--- src/rtl/bsr_pkg.sv ---
package bsr_pkg;

  typedef enum logic [2:0] {
    ST_IDLE = 3'd0,
    ST_SEND = 3'd1,
    ST_WAIT = 3'd2,
    ST_RECV = 3'd3,
    ST_DONE = 3'd4
  } bsr_state_e;

  // True when a count has reached the final index of a span of len positions.
  function automatic logic at_last(input logic [15:0] cnt, input logic [15:0] len);
    return (len != 16'd0) && (cnt == len - 16'd1);
  endfunction

  // Request header: opcode on top, zero padding, address at the bottom.
  function automatic logic [63:0] pack_header(input logic [7:0] op, input logic [39:0] addr);
    return {op, 16'h0000, addr};
  endfunction

endpackage

--- src/rtl/bsr_tx_shifter.sv ---
module bsr_tx_shifter #(
  parameter int WORD_W = 64
) (
  input  logic              clk,
  input  logic              rst_n,
  input  logic              load,
  input  logic [WORD_W-1:0] first_word,
  input  logic [WORD_W-1:0] second_word,
  input  logic              two_words,
  output logic              ser_vld,
  output logic              ser_bit,
  output logic              active,
  output logic              last_bit
);
  import bsr_pkg::*;

  localparam int CNT_W = $clog2(WORD_W);

  logic [WORD_W-1:0] shreg_q;
  logic [WORD_W-1:0] next_q;
  logic              pend_q;
  logic [CNT_W-1:0]  bit_q;
  logic              word_end;

  assign word_end = active && at_last(16'(bit_q), 16'(WORD_W));
  assign last_bit = word_end && !pend_q;
  assign ser_vld  = active && (bit_q == '0);
  assign ser_bit  = active && shreg_q[0];

  always_ff @(posedge clk or negedge rst_n) begin
    if (!rst_n) begin
      shreg_q <= '0;
      next_q  <= '0;
      pend_q  <= 1'b0;
      bit_q   <= '0;
      active  <= 1'b0;
    end else if (load) begin
      shreg_q <= first_word;
      next_q  <= second_word;
      pend_q  <= two_words;
      bit_q   <= '0;
      active  <= 1'b1;
    end else if (active) begin
      if (word_end) begin
        bit_q <= '0;
        if (pend_q) begin
          shreg_q <= next_q;
          pend_q  <= 1'b0;
        end else begin
          shreg_q <= '0;
          active  <= 1'b0;
        end
      end else begin
        bit_q   <= bit_q + 1'b1;
        shreg_q <= {1'b0, shreg_q[WORD_W-1:1]};
      end
    end
  end

endmodule

--- src/rtl/bsr_rx_deser.sv ---
module bsr_rx_deser #(
  parameter int WORD_W = 64
) (
  input  logic              clk,
  input  logic              rst_n,
  input  logic              clear,
  input  logic              shift_en,
  input  logic              bit_in,
  output logic [WORD_W-1:0] word,
  output logic              last_bit
);
  import bsr_pkg::*;

  localparam int CNT_W = $clog2(WORD_W);

  logic [CNT_W-1:0] cnt_q;

  assign last_bit = shift_en && at_last(16'(cnt_q), 16'(WORD_W));

  always_ff @(posedge clk or negedge rst_n) begin
    if (!rst_n) begin
      word  <= '0;
      cnt_q <= '0;
    end else if (clear) begin
      word  <= '0;
      cnt_q <= '0;
    end else if (shift_en) begin
      word  <= {bit_in, word[WORD_W-1:1]};
      cnt_q <= last_bit ? '0 : cnt_q + 1'b1;
    end
  end

endmodule

--- src/rtl/bsr_wait_timer.sv ---
module bsr_wait_timer #(
  parameter int TMO_W = 16
) (
  input  logic             clk,
  input  logic             rst_n,
  input  logic             arm,
  input  logic [TMO_W-1:0] limit,
  input  logic             run,
  output logic             expire
);
  import bsr_pkg::*;

  logic [TMO_W-1:0] limit_q;
  logic [TMO_W-1:0] cnt_q;

  assign expire = run && at_last(16'(cnt_q), 16'(limit_q));

  always_ff @(posedge clk or negedge rst_n) begin
    if (!rst_n) begin
      limit_q <= '0;
      cnt_q   <= '0;
    end else if (arm) begin
      limit_q <= limit;
      cnt_q   <= '0;
    end else if (run) begin
      cnt_q <= cnt_q + 1'b1;
    end else begin
      cnt_q <= '0;
    end
  end

endmodule

--- src/rtl/bsr_requester.sv ---
module bsr_requester #(
  parameter int          WORD_W   = 64,
  parameter int          ADDR_W   = 40,
  parameter int          OP_W     = 8,
  parameter int          TMO_W    = 16,
  parameter logic [7:0]  OP_WRITE = 8'h82,
  parameter logic [7:0]  OP_READ  = 8'h81
) (
  input  logic              clk,
  input  logic              rst_n,
  input  logic              cmd_valid,
  output logic              cmd_ready,
  input  logic              cmd_write,
  input  logic [ADDR_W-1:0] cmd_addr,
  input  logic [WORD_W-1:0] cmd_wdata,
  input  logic [TMO_W-1:0]  tmo_limit,
  output logic              link_vld,
  output logic              link_data,
  input  logic              resp_vld,
  input  logic              resp_data,
  output logic              done,
  output logic              done_err,
  output logic [WORD_W-1:0] rd_data
);
  import bsr_pkg::*;

  localparam int RSV_W = WORD_W - OP_W - ADDR_W;

  bsr_state_e state_q, state_d;
  logic write_q;
  logic err_q;

  // Named internal events, also used by the checker.
  logic ev_accept;
  logic ev_ack;
  logic ev_timeout;
  logic tx_active;
  logic tx_last;
  logic rx_last;
  logic wd_expire;
  logic [WORD_W-1:0] header;

  assign cmd_ready  = (state_q == ST_IDLE);
  assign ev_accept  = cmd_valid && cmd_ready;
  assign ev_ack     = (state_q == ST_WAIT) && resp_vld;
  assign ev_timeout = (state_q == ST_WAIT) && !resp_vld && wd_expire;
  assign header     = {(cmd_write ? OP_W'(OP_WRITE) : OP_W'(OP_READ)),
                       {RSV_W{1'b0}}, cmd_addr};

  bsr_tx_shifter #(.WORD_W(WORD_W)) u_tx (
    .clk         (clk),
    .rst_n       (rst_n),
    .load        (ev_accept),
    .first_word  (header),
    .second_word (cmd_wdata),
    .two_words   (cmd_write),
    .ser_vld     (link_vld),
    .ser_bit     (link_data),
    .active      (tx_active),
    .last_bit    (tx_last)
  );

  bsr_rx_deser #(.WORD_W(WORD_W)) u_rx (
    .clk      (clk),
    .rst_n    (rst_n),
    .clear    (ev_accept),
    .shift_en (state_q == ST_RECV),
    .bit_in   (resp_data),
    .word     (rd_data),
    .last_bit (rx_last)
  );

  bsr_wait_timer #(.TMO_W(TMO_W)) u_tmr (
    .clk    (clk),
    .rst_n  (rst_n),
    .arm    (ev_accept),
    .limit  (tmo_limit),
    .run    (state_q == ST_WAIT),
    .expire (wd_expire)
  );

  always_comb begin
    state_d = state_q;
    case (state_q)
      ST_IDLE: if (ev_accept) state_d = ST_SEND;
      ST_SEND: if (tx_last)   state_d = ST_WAIT;
      ST_WAIT: begin
        if (ev_ack)          state_d = write_q ? ST_DONE : ST_RECV;
        else if (ev_timeout) state_d = ST_DONE;
      end
      ST_RECV: if (rx_last)   state_d = ST_DONE;
      ST_DONE:                state_d = ST_IDLE;
      default:                state_d = ST_IDLE;
    endcase
  end

  always_ff @(posedge clk or negedge rst_n) begin
    if (!rst_n) begin
      state_q <= ST_IDLE;
      write_q <= 1'b0;
      err_q   <= 1'b0;
    end else begin
      state_q <= state_d;
      if (ev_accept) begin
        write_q <= cmd_write;
        err_q   <= 1'b0;
      end else if (ev_timeout) begin
        err_q <= 1'b1;
      end
    end
  end

  assign done     = (state_q == ST_DONE);
  assign done_err = done && err_q;

endmodule

--- config.mk ---
export PLATFORM = sky130hd
export DESIGN_NAME = bsr_requester
export DESIGN_NICKNAME = d
export VERILOG_FILES = /design/src/rtl/bsr_pkg.sv /design/src/rtl/bsr_tx_shifter.sv /design/src/rtl/bsr_rx_deser.sv /design/src/rtl/bsr_wait_timer.sv /design/src/rtl/bsr_requester.sv
export SDC_FILE = /design/constraint.sdc
export NUM_CORES = 1
export LEC_CHECK = 0
export BUFFER_PORTS_ARGS = -buffer_cell sky130_fd_sc_hd__buf_2
export CELL_PAD_IN_SITES_DETAIL_PLACEMENT = 1
export CELL_PAD_IN_SITES_GLOBAL_PLACEMENT = 1
export CORE_ASPECT_RATIO = 1.5
export CORE_MARGIN = 2
export CORE_UTILIZATION = 48
export CTS_BUF_LIST = sky130_fd_sc_hd__clkbuf_16
export CTS_CLUSTER_SIZE = 12
export DETAILED_ROUTE_END_ITERATION = 6
export PLACE_DENSITY = 0.91
export SLEW_MARGIN = 30
export SYNTH_ARGS = -nofsm -noshare
export SYNTH_HDL_FRONTEND = slang
export SYNTH_HIERARCHICAL = 1
export SYNTH_SLANG_ARGS = --single-unit
--- constraint.sdc ---
create_clock -name clk -period 5.9 [get_ports clk]
set_clock_uncertainty 0.15 [all_clocks]
set_input_delay 1.18 -clock clk [delete_from_list [all_inputs] [get_ports clk]]
set_output_delay 1.18 -clock clk [all_outputs]
set_load 0.05 [all_outputs]
# After elaboration in Yosys (flattened, before gate mapping)

Index checks and enable logic that the tools add are counted.

Output and inout port bits: 69
Input port bits: 126
Register bits: 243
Word-level logic and storage cells: 81

Equal/unequal tests: 11
Reduce and logical (&&, ||, !) cells: 23
Add/sub/neg operators: 4
Multiplexer cells: 31

Operators with widths:

| operator              | count |
|---|---|
| $mux 64               | 6 |
| $mux 6                | 6 |
| $mux 16               | 2 |
| $mux 3                | 6 |
| $add 16x1->16 const B | 1 |
| $eq 16x16->1          | 1 |
| $reduce_bool 16->1    | 1 |
| $sub 16x1->16 const B | 1 |
| $add 6x1->6 const B   | 2 |
| $eq 6x6->1 const B    | 2 |
| $logic_and 1x1->1     | 12 |
| $pmux 3 s4            | 1 |
| $mux 1                | 9 |
| $reduce_bool 2->1     | 4 |
| $eq 3x2->1 const B    | 2 |
| $logic_not 6->1       | 1 |
| $ne 2x2->1 const B    | 2 |
| $reduce_and 4->1      | 1 |
| $eq 3x1->1 const B    | 1 |
| $eq 3x3->1 const B    | 1 |
| $logic_not 3->1       | 1 |
| $ne 3x3->1 const B    | 1 |
| $logic_not 1->1       | 2 |
| $mux 2                | 1 |
| other kinds (2)       | 2 |

# Depth between registers and ports, before layout

Gate-level depths: netlist (run 1).

Depth after elaboration: 8
Gate-level depth with buffers: 11
Mapped depth without buffers: 10

# By module

The synthesis (run 1) kept the hierarchy.

Modules (own cells, without submodules):

| module         | times used | area an instance (µm²) | sequential area each (µm²) | cells an instance |
|---|---|---|---|---|
| bsr_tx_shifter | 1          | 6,611.3                | 3,403.3                    | 623 |
| bsr_rx_deser   | 1          | 2,892.8                | 1,751.7                    | 238 |
| bsr_wait_timer | 1          | 1,999.4                | 800.8                      | 207 |
| bsr_requester  | 1          | 360.3                  | 125.1                      | 37 |

# Worst setup path before layout (run 1)

No wires, ideal clock.

Path kind: register to output
From: reg state_q[1]
To: out done_err
Cell stages (with the launch flop): 4
Arrival time: 2,249 ps
Buffers on the path: 1
Data required time: 4,570 ps
Setup slack: 2,321 ps
Path through: dfrtp_1 buf_6 nor3b_1 and2_1

Word-level cells in the longest chain between the ends: 2

RTL lines:

| what                   | RTL line             | RTL |
|---|---|---|
| start, declared        | bsr_requester.sv:29  | `bsr_state_e state_q, state_d;` |
| start signal, assigned | bsr_requester.sv:103 | `state_q <= state_d;` |
| $eq 3x3->1             | bsr_requester.sv:113 | `assign done = (state_q == ST_DONE);` |
| named net done         | bsr_requester.sv:21  | `output logic done,` |
| $logic_and 1x1->1      | bsr_requester.sv:114 | `assign done_err = done && err_q;` |
| end, declared          | bsr_requester.sv:22  | `output logic done_err,` |

The timed path passes the listed nets, and every way through them passes these cells.

# Worst setup path in the final report (run 1)

From: reg u_tx.bit_q[2]
To: out link_vld

Word-level cells in the longest chain between the ends: 2

RTL lines:

| what                   | RTL line             | RTL |
|---|---|---|
| start, declared        | bsr_tx_shifter.sv:22 | `logic [CNT_W-1:0] bit_q;` |
| start signal, assigned | bsr_tx_shifter.sv:54 | `bit_q <= bit_q + 1'b1;` |
| $logic_not 6->1        | bsr_tx_shifter.sv:27 | `assign ser_vld = active && (bit_q == '0);` |
| $logic_and 1x1->1      | bsr_tx_shifter.sv:27 |  |
| end, declared          | bsr_requester.sv:17  | `output logic link_vld,` |

Every way passes these cells.

==> impl_results.md, run 1 <==
* Ys async rst share at 100.0%
* Slew @ Worst Pin at 912.1 ps
* Status: complete, no violations
* RSZ-0062 raised after global routing: false
* Fin Setup TNS at 0 ps
* Die X at 132.4 µm
* VDD IR max at approximately 0.23 mV
* P per Cell Area at 477.3 nW/µm²
* First-pass GRT wire length at 52940 µm
* Clk sink count at roughly 240
* Cell at the root of the clock tree: clkbuf_16
* Post-cts resize count at 0
* Crit-path cells: nor4_1 > and3_1 > buf_2
* Commonest non-fill, non-tap cell in the layout: dfrtp_1
* Number of synthesized register bits at approximately 240
* I/O pin count at between 150 and 200
* Final Cycle Share at roughly 55%
* Max-slew violations at 0
* Synth warnings at 6
* Crit-path max FO at 5
* Die area at about 26000 µm²
* Post-synth EDFFs at 0
* Synth top area share at approximately half
* Net count, final at approximately 1.4k
* Input/output buffers at slightly below 200
* Max Clk Rate at just over 0.3 GHz
* Post CTS Setup Buffer Count at 0
* Relative slew slack at approximately two fifths
* Syn avg cell area at roughly 11 µm²
* Ys flop type: dfrtp_1
* Post-synth cell types at 64
* Initial Util at around half
* CP max-delay cell: dfrtp_1
* Crit path largest cell delay at 460 ps
* Vias per cell at 5.958
* Worst Setup SP: u_tx/bit_q[2]
* Commonest non-fill, non-tap cells in the layout: 242 x dfrtp_1, 193 x buf_2, 92 x nor2_1
* Reg clk slew, reported paths at 60 ps
* Max-Cap Viols at 0
* Average wire per standard cell at 20.43 µm
* Hold Fails Final Rpt at 0
* GRT Total Usage at 24.73%
* Total CTS buffers at 25
* Setup crit end kind: output port
* Htree depth at 1
* Largest net degree at the start of global routing at around 190
* Reg2reg start: u_tmr/limit_q[0]
* Share of post-route cells with drive strength above 1 at 25.91%
* Pleak at between 6 and 7 nW
* Arrival time worst endpoint at about 1900 ps
* # DRC at 0
* Yosys top cell by area: dfrtp_1
* Via count at 9491
* CTS tree: done
* Reg2Reg Setup Slack at around 2700 ps
* Clk buf depth at 3
* Post-Synthesis Cell Area at ~12000 µm²
* Crit path to: link_vld
* Seq/Total Area, Yosys at between 50% and 60%
* Synth top area cells: dfrtp_1 51%, mux2_2 7.4%, mux2i_1 5.8%
* Worst EP required at approximately 4600 ps
* Vias in the first global route at around 10k
* Routed Antenna Nets at 0
* HP Class: reg -> reg
* Power Total at between 6 and 7 mW
* Routed WL at about 33000 µm
* Hold buffers post-CTS at 0
* Tmin final at 3225 ps
* Endpoints failing setup at 0
* Reg2reg end: state_q[2]
* Post-Synthesis Cells at 1105
* Clk Latency, worst-skew pair at ~520 ps
* # rows at 70
* Critical path launch point type: flip-flop
* Grt total ovfl at 0
* Chip Height at 196.6 µm
* Final GP Congestion at between 0.8 and 0.9
* Antenna violations before repair at 3
* DRT iter0 DRCs at roughly 640
* Core area at approximately 24000 µm²
* Area Growth Syn to Fin at 15.38%
* Reg2reg path depth at 10
* Crit path kind: reg -> out
* DPL Wire Length at between 20000 and 25000 µm
* Drt pass-1 iters at 5
-- power breakdown --
part	internal (mW)	switching [mW]
registers	2.27	0.518
clock network	0.754	0.624
logic	0.833	1.54
total	3.85	2.68
-- worst min-delay path by stage --
| stage | start | to | depth (start not counted) | slack [ps] |
|---|---|---|---|---|
| final | u_tx/next_q[7] | u_tx/next_q[7] | 1 | 360 |
| after CTS | u_tx/next_q[8] | u_tx/next_q[8] | 1 | 360 |
| after floorplan | err_q | err_q | 2 | 320 |
| after global placement | u_tx/next_q[63] | u_tx/next_q[63] | 1 | 330 |
| after global routing | u_tx/next_q[2] | u_tx/next_q[2] | 1 | 370 |
| after detailed placement | u_tx/next_q[63] | u_tx/next_q[63] | 1 | 350 |
-- kinds of logic after synthesis --
family	count (synthesis)	synth area share, %
buffers and inverters	113	4.398
xor gates and xnor gates	34	2.510
DFF	243	51.25
AOI/OAI and AO/OA	182	11.06
and+or+nand+nor	377	16.73
other	2	0.06330
adders and majority gates	6	0.6328
muxes	148	13.35
-- state kept, by name, indices dropped and copies added (netlist names) --
name           count
u_tx/next_q       64
u_tx/shreg_q      64
err_q              1
u_tx/pend_q        1
u_tmr/cnt_q       16
u_tmr/limit_q     16
u_tx/active        1
u_rx/word         64
write_q            1
u_tx/bit_q         6
state_q            3
u_rx/cnt_q         6
-- cell type report --
| cell class | instances | area [µm²] |
|---|---|---|
| clock buffer | 25 | 625.6 |
| tap | 324 | 405.4 |
| multi-input combinational | 769 | 5373 |
| fill | 2729 | 10660 |
| antenna | 3 | 7.507 |
| clock inverter | 14 | 53.80 |
| sequential | 243 | 6082 |
| timing repair buffer | 206 | 1107 |
| inverter | 9 | 33.78 |
-- through the flow --
step	setup slack [ps]	hold WS (ps)	util, %	cell area [µm²]	instances
floorplan	2321	321.3	-	11940	1125
global placement	2422	333.9	53.27	12970	1550
detailed placement	2318	346.3	53.28	12970	1550
CTS	2691	359.5	56.07	13650	1589
global route	2435	373.5	56.22	13690	1593
finish	2675	356.5	56.22	13690	1593
-- Yosys cell counts (4+ instances only) --
| library cell | n |
|---|---|
| clkbuf_1 | 75 |
| buf_2 | 9 |
| and2_1 | 5 |
| mux2_2 | 78 |
| buf_1 | 5 |
| dfrtp_1 | 243 |
| nand2_1 | 78 |
| inv_1 | 9 |
| nand3b_1 | 5 |
| o21ai_0 | 22 |
| o22ai_1 | 6 |
| ha_1 | 6 |
| mux2i_1 | 69 |
| and3_1 | 5 |
| nor2_1 | 93 |
| or4_1 | 62 |
| or3_1 | 6 |
| buf_4 | 7 |
| a22oi_1 | 57 |
| nor2b_1 | 4 |
| a31oi_1 | 9 |
| xnor2_1 | 15 |
| nand4_1 | 12 |
| nor3_1 | 11 |
| xor2_1 | 19 |
| nor4_1 | 9 |
| nand3_1 | 66 |
| a21oi_1 | 7 |
| o211ai_1 | 58 |
| o2111ai_1 | 4 |
| buf_6 | 8 |
-- worst max-delay path: cells and delay by family (launching register included) --
kind	cells	cell delay [ps]
buf+inv	1	290
simple gates	2	630
flops	1	460
-- metal layers --
metal / vias up / share of wire [%] / GRT usage, %
li1: 4321 / - / -
met2: 289 / 52 / 43.91
met1: 4787 / 39 / 30.08
met5: - / 0 / 0
met3: 94 / 3.8 / 2.932
met4: 0 / 4.3 / 11.31
No activity file was read; power rests on OpenSTA's default activity.
==> run 2, diff against run 1 <==
--- a/config.mk
+++ b/config.mk
@@ -5,16 +5,17 @@
 export SDC_FILE = /design/constraint.sdc
 export NUM_CORES = 1
 export LEC_CHECK = 0
+export ABC_AREA = 1
 export BUFFER_PORTS_ARGS = -buffer_cell sky130_fd_sc_hd__buf_2
 export CELL_PAD_IN_SITES_DETAIL_PLACEMENT = 1
 export CELL_PAD_IN_SITES_GLOBAL_PLACEMENT = 1
 export CORE_ASPECT_RATIO = 1.5
 export CORE_MARGIN = 2
-export CORE_UTILIZATION = 48
+export CORE_UTILIZATION = 42
 export CTS_BUF_LIST = sky130_fd_sc_hd__clkbuf_16
 export CTS_CLUSTER_SIZE = 12
 export DETAILED_ROUTE_END_ITERATION = 6
-export PLACE_DENSITY = 0.91
+export PLACE_DENSITY = 0.85
 export SLEW_MARGIN = 30
 export SYNTH_ARGS = -nofsm -noshare
 export SYNTH_HDL_FRONTEND = slang
==> constraint.sdc (replaced) <==
create_clock -name clk -period 3.3 [get_ports clk]
set_clock_uncertainty 0.15 [all_clocks]
set_input_delay 0.66 -clock clk [delete_from_list [all_inputs] [get_ports clk]]
set_output_delay 0.66 -clock clk [all_outputs]
set_load 0.05 [all_outputs]
==> run 2 against run 1 <==
The flow now finishes with violations (negative hold slack); power rose by 68%; area after synthesis fell by 0.71%; via count rose by 8.0%; register-to-register slack got worse by 2100 ps; setup slack got worse by 2100 ps; utilization fell by 6.7 points; wire length rose by 3.6%; critical path depth rose by 12; design area rose by 0.47%; hold slack got worse by 370 ps; combinational power rose by 62%; critical path type is now reg -> reg; largest cell class unchanged.
==> impl_results.md, run 2 <==
* VDD IR max at approximately 0.44 mV
* Drt pass-1 iters at 4
* Internal Pwr Total at about 6.6 mW
* Filler Cell Count at approximately 3.4k
* Status: complete, but fails checks
* Max-Cap Viols at 0
* Cell at the root of the clock tree: clkbuf_16
* Post-Synthesis Cell Area at 11780 µm²
* Sequential Power Share at between 40% and 50%
* Grt total ovfl at 0
* Clk buf depth at 3
* Ys async rst share at 100.0%
* Net Sw Power at roughly 4.4 mW
* Syn avg cell area at 8.221 µm²
* Yosys top cell by area: dfrtp_1
* Hold Slack at -9.463 ps
* Pleak at ~7.2 nW
* Post-Synthesis Cells at 1433
* P per Cell Area at about 800 nW/µm²
* Number of synthesized register bits at ~240
* Arrival time worst endpoint at slightly below 3000 ps
* Endpoints failing setup at 0
* Slew @ Worst Pin at about 800 ps
* Max Clk Rate at around 0.37 GHz
* Hold buffers post-CTS at 0
* Failing checks: negative hold slack
* DPL Wire Length at about 23000 µm
* Setup ws final at a little under 600 ps
* Synth warnings at 6
* Post-synth EDFFs at 0
* Synth top area share at between 50% and 60%
* Tmin final at 2709 ps
* Chip Height at 209.1 µm
* RSZ-0062 raised after global routing: false
* Average wire per standard cell at ~17 µm
* HP Class: in -> async
* Die X at between 100 and 150 µm
* Commonest non-fill, non-tap cell in the layout: nand2_1
* Worst EP required at ~3600 ps
* Via count at just over 10k
* Clock power share at around 23%
* Final GP Congestion at between 0.8 and 0.9
* # DRC at 0
* Crit-path max FO at 9
* Setup crit end kind: flip-flop
* Largest net degree at the start of global routing at 93
* Reg area at between 6000 and 7000 µm²
* Vias in the first global route at about 11k
* Clk sink count at 243
* Input/output buffers at slightly below 200
* I/O pin count at between 150 and 200
* Relative slew slack at 45.98%
* # rows at 75
* Net count, final at between 1.5k and 2k
* Net Sw Frac at 40.05%
* Final Cycle Share at roughly 82%
* Critical path launch point type: flip-flop
* Total CTS buffers at 25
* Die area at 29430 µm²
* Synth top area cells: dfrtp_1 52%, nand2_1 11%, inv_1 7.7%
* Pre-CTS WS at around 630 ps
* Power Total at between 10 and 15 mW
* Post CTS Setup Buffer Count at 0
* Synth top cells by count: 335 x nand2_1, 243 x dfrtp_1, 242 x inv_1
* Reg clk slew, reported paths at 60 ps
* Share of post-route cells with drive strength above 1 at 17.54%
* DRT iter0 DRCs at between 500 and 600
* Crit path kind: reg -> reg
* Htree depth at 1
* Core area at about 28000 µm²
* Hold Fails Final Rpt at 4
* CTS tree: done
* Post-cts resize count at 0
* Clk Latency, worst-skew pair at approximately 520 ps
* Most common cell in the netlist: nand2_1
* Top Registers: u_rx/word: 64 flops, u_tx/next_q: 64 flops, u_tx/shreg_q: 64 flops
* Multi-input logic area at 4399 µm²
* Fin Setup TNS at 0 ps
* Combinational Power Share at between 30% and 40%
* Initial Util at about 42%
* Commonest non-fill, non-tap cells in the layout: 335 x nand2_1, 249 x inv_1, 243 x dfrtp_1
* Post-synth cell types at 39
* Area Growth Syn to Fin at 16.74%
* GRT Total Usage at 23.24%
* Ys flop type: dfrtp_1
* Antenna violations before repair at 8
* First-pass GRT wire length at ~56000 µm
* Seq/Total Area, Yosys at about 52%
* Routed WL at around 34000 µm
* Max-slew violations at 0
* Vias per cell at slightly above 5
* Routed Antenna Nets at 0
-- run 2: kinds of logic after synthesis --
| group | Yosys count | synth area share [%] |
|---|---|---|
| AOI/OAI and AO/OA | 287 | 14.39 |
| xor gates and xnor gates | 13 | 0.9665 |
| adders and majority gates | 6 | 0.6373 |
| buffers and inverters | 326 | 11.78 |
| DFF | 243 | 51.62 |
| muxes | 5 | 0.4779 |
| other | 2 | 0.06375 |
| and+or+nand+nor | 551 | 20.06 |
-- run 2: per-layer routing --
metal	wire [µm]	global-route usage [%]	vias to the layer above
met5	11	0	-
met4	1513	10.45	2
met3	1303	3.552	78
met2	17780	42.39	219
met1	13100	26.66	5033
li1	-	-	4922
-- run 2: area by class of cell --
| type | count | area share (%) |
|---|---|---|
| tap | 346 | 3.148 |
| sequential | 243 | 44.22 |
| clock buffer | 25 | 4.549 |
| timing repair buffer | 213 | 8.625 |
| multi-input combinational | 884 | 31.99 |
| clock inverter | 15 | 0.4640 |
| antenna | 6 | 0.1092 |
| inverter | 251 | 6.897 |
-- run 2: critical path, cell delays in order, from the launching register on --
cell and delay (ps):
dfrtp_1 570, inv_2 100, nor3_2 310, nand2_1 100, nor2_1 140, nand2_1 70
a21oi_1 110, nand2_1 70, nor3_1 200, nand3_1 100, nor2_1 240, inv_1 70
nand4_1 120, nand3_1 110, nand2_1 80, nand2_1 60
-- run 2: path summary, 6_finish.rpt --
kind	start	end	slack [ps]	cells after the start
max	state_q[1]	state_q[1]	590	15
min	rst_n	u_rx/word[36]	-9	1
max reg2reg	state_q[1]	state_q[1]	590	15
min reg2reg	u_tx/next_q[30]	u_tx/next_q[30]	330	2
max in group asynchronous	rst_n	u_tmr/limit_q[7]	2190	2
min in group clk	cmd_wdata[31]	u_tx/next_q[31]	190	3
-- run 2: stage by stage --
stage / area [µm²] / util, % / instances
after detailed placement: 13050 / 46.97 / 1937
after global routing: 13750 / 49.51 / 1983
after CTS: 13740 / 49.45 / 1977
final: 13750 / 49.51 / 1983
after floorplan: 11860 / - / 1453
after global placement: 13040 / 46.96 / 1937
-- run 2: power by group through the flow --
| stage | logic, mW | registers [mW] | clock network, mW |
|---|---|---|---|
| detailed placement | 3.87 | 4.61 | 0 |
| floorplan | 2.89 | 4.58 | 0 |
| CTS | 3.90 | 4.58 | 2.59 |
| global placement | 3.68 | 4.57 | 0 |
| global route | 4.43 | 4.70 | 2.70 |
| finish | 3.85 | 4.59 | 2.51 |
==> run 3, diff against run 2 <==
--- a/config.mk
+++ b/config.mk
@@ -11,11 +11,11 @@
 export CELL_PAD_IN_SITES_GLOBAL_PLACEMENT = 1
 export CORE_ASPECT_RATIO = 1.5
 export CORE_MARGIN = 2
-export CORE_UTILIZATION = 42
+export CORE_UTILIZATION = 38
 export CTS_BUF_LIST = sky130_fd_sc_hd__clkbuf_16
 export CTS_CLUSTER_SIZE = 12
 export DETAILED_ROUTE_END_ITERATION = 6
-export PLACE_DENSITY = 0.85
+export PLACE_DENSITY = 0.81
 export SLEW_MARGIN = 30
 export SYNTH_ARGS = -nofsm -noshare
 export SYNTH_HDL_FRONTEND = slang
==> constraint.sdc (replaced) <==
create_clock -name clk -period 2.3 [get_ports clk]
set_clock_uncertainty 0.15 [all_clocks]
set_input_delay 0.46 -clock clk [delete_from_list [all_inputs] [get_ports clk]]
set_output_delay 0.46 -clock clk [all_outputs]
set_load 0.05 [all_outputs]
==> run 3 against run 2 <==
The flow now finishes without violations; power rose by 53%; critical endpoint unchanged; design area rose by 9.2%; fmax rose by 19%; clock power rose by 51%; non-clock buffer count rose by 100; largest cell class unchanged.
==> impl_results.md, run 3 (synthesis gave the netlist of run 2 again) <==
* HP Class: in -> reg
* Crit path buffers/inverters at 2
* Hold depth at 3
* Placed inst area at around 13000 µm²
* Commonest non-fill, non-tap cells in the layout: 333 x nand2_1, 242 x inv_1, 239 x dfrtp_1
* Design area at around 15000 µm²
* Hold Fails Final Rpt at 0
* Via count at approximately 11k
* Routed WL at roughly 37000 µm
* Top Registers: u_rx/word: 64 flops, u_tx/next_q: 64 flops, u_tx/shreg_q: 64 flops
* Power Total at around 17 mW
* Tmin final at roughly 2300 ps
* Endpoints failing setup at 0
* Critical path launch point type: flip-flop
* Stages on the worst setup path at 15
* CP max-delay cell: dfrtp_1
* Antenna violations before repair at 3
* DRT iter0 DRCs at about 450
* # DRC at 0
* Placed Cells at between 2k and 2.5k
* Average wire per standard cell at approximately 17 µm
* Total CTS buffers at 26
* P per Cell Area at between 1000 and 1500 nW/µm²
* Commonest non-fill, non-tap cell in the layout: nand2_1
* Combinational Power Share at 38.1%
* Crit path kind: reg -> reg
* Relative slew slack at 47.87%
* First-pass GRT wire length at 59430 µm
* Chip Height at approximately 220 µm
* VDD IR max at approximately 0.63 mV
* Cell mode on critical path: nand2_1
* Setup crit end kind: flip-flop
* Vias in the first global route at approximately 12k
* Crit path largest cell delay at between 300 and 400 ps
* Final GP Congestion at a little under 0.9
* Sequential Power Share at approximately two fifths
* Reg2Reg Setup Slack at 30 ps
* Drt pass-1 iters at 4
* Crit-path max FO at 3
* Die area at roughly 32000 µm²
* RSZ-0062 raised after global routing: true
* Crit path max-delay family: simple AND/OR/NAND/NOR gates
* Max Clk Rate at 0.4400 GHz
* Max-Cap Viols at 0
* Finished Layout Cells at 2142
* Worst EP required at roughly 2600 ps
* Crit-path cells: inv_2 > ha_2 > xor2_1 > nand2_1 > a21oi_2 > nand2_1 > nor3_2 > nand3_1 > nor2_2 > inv_1 > nand4_1 > nand2_1 > nor2_1 > nand2_1 > nand2_1
* Area Growth Syn to Fin at 27.51%
* Reg2reg path depth at 15
* Vias per cell at 5.039
* Arrival time worst endpoint at roughly 2600 ps
* Status: complete, no violations
* Htree depth at 1
* CTS tree: done
* Initial Util at 38.32%
* Routed Antenna Nets at 0
* Net Sw Power at around 6.8 mW
* Clk buf depth at 3
* Largest net degree at the start of global routing at 77
* Cell at the root of the clock tree: clkbuf_16
* Clk sink count at 243
* Internal Pwr Total at a little under 10 mW
* Final Cycle Share at a little over nine tenths
* Clock power share at a little under a quarter
* Grt total ovfl at 0
* Pleak at approximately 7.6 nW
* Input/output buffers at 194
* Die X at 147.8 µm
* Setup ws final at between 20 and 30 ps
* DPL Wire Length at 23490 µm
* Share of post-route cells with drive strength above 1 at around a fifth
* Core area at just over 30000 µm²
* Net count, final at about 1.9k
* Clk Latency, worst-skew pair at 550 ps
* Pre-CTS WS at -3.352 ps
* Reg clk slew, reported paths at ~60 ps
* Slew @ Worst Pin at between 700 and 800 ps
* Max-slew violations at 0
* GRT Total Usage at a little under a quarter
* Net Sw Frac at a little over 40%
* I/O pin count at 195
* # rows at a little under 80
run 3: worst paths after layout:
| path | endpoint | from |
|---|---|---|
| max in group asynchronous | u_rx/word[37] | rst_n |
| min in group asynchronous | u_tx/shreg_q[37] | rst_n |
| hold reg to reg | u_tx/next_q[36] | u_tx/next_q[36] |
| setup / recovery | state_q[1] | u_tmr/limit_q[0] |
| hold / removal | u_tx/next_q[34] | cmd_wdata[34] |
| setup reg to reg | state_q[1] | u_tmr/limit_q[0] |
run 3: worst reg2reg max path, delay by kind of cell (launching register included):
family / cells / cell delay (ps)
AOI/OAI and AO/OA: 1 / 100
buffers and inverters: 2 / 120
adders and majority gates: 1 / 310
DFF: 1 / 390
and+or+nand+nor: 10 / 990
xor gates and xnor gates: 1 / 150
run 3: cell type report:
class	count	area [µm²]
multi-input combinational	884	4513
inverter	251	944.7
fill	3705	15720
clock inverter	16	83.83
antenna	4	10.01
timing repair buffer	313	2226
tap	405	506.7
sequential	243	6086
clock buffer	26	650.6
run 3: power by group through the flow:
stage | Combinational [mW] | Clock [mW] | Sequential [mW]
after global routing | 7.19 | 4.04 | 6.72
after detailed placement | 5.86 | 0 | 6.59
after CTS | 6.14 | 3.90 | 6.53
final | 6.36 | 3.78 | 6.56
after global placement | 5.61 | 0 | 6.51
after floorplan | 4.16 | 0 | 6.58
run 3: metrics by stage:
stage               util [%]  TNS (ps)  hold WS [ps]
floorplan                  -         0         14.41
global placement       43.30         0         184.1
detailed placement     43.30    -3.352         186.7
CTS                    48.34         0         1.527
global route           48.85    -396.5        0.9447
finish                 48.86         0         15.78
run 3: timing repair:
action / 4_1_cts / 5_1_grt
endpoints found under the hold margin: 263 / 0
setup buffers: 2 / 8
hold buffers: 74 / 0
pin swaps: 0 / 7
cloned: 0 / 0
setup endpoints to repair: 5 / 55
resized for setup: 15 / 31
run 3: metal layers:
layer | part of all wire [%] | wire [µm] | global-route usage, %
met2 | 55 | 20280 | 43.61
met1 | 38 | 14170 | 24.83
met3 | 3.6 | 1326 | 3.126
met4 | 3.2 | 1181 | 8.814
met5 | 0 | 0 | 0
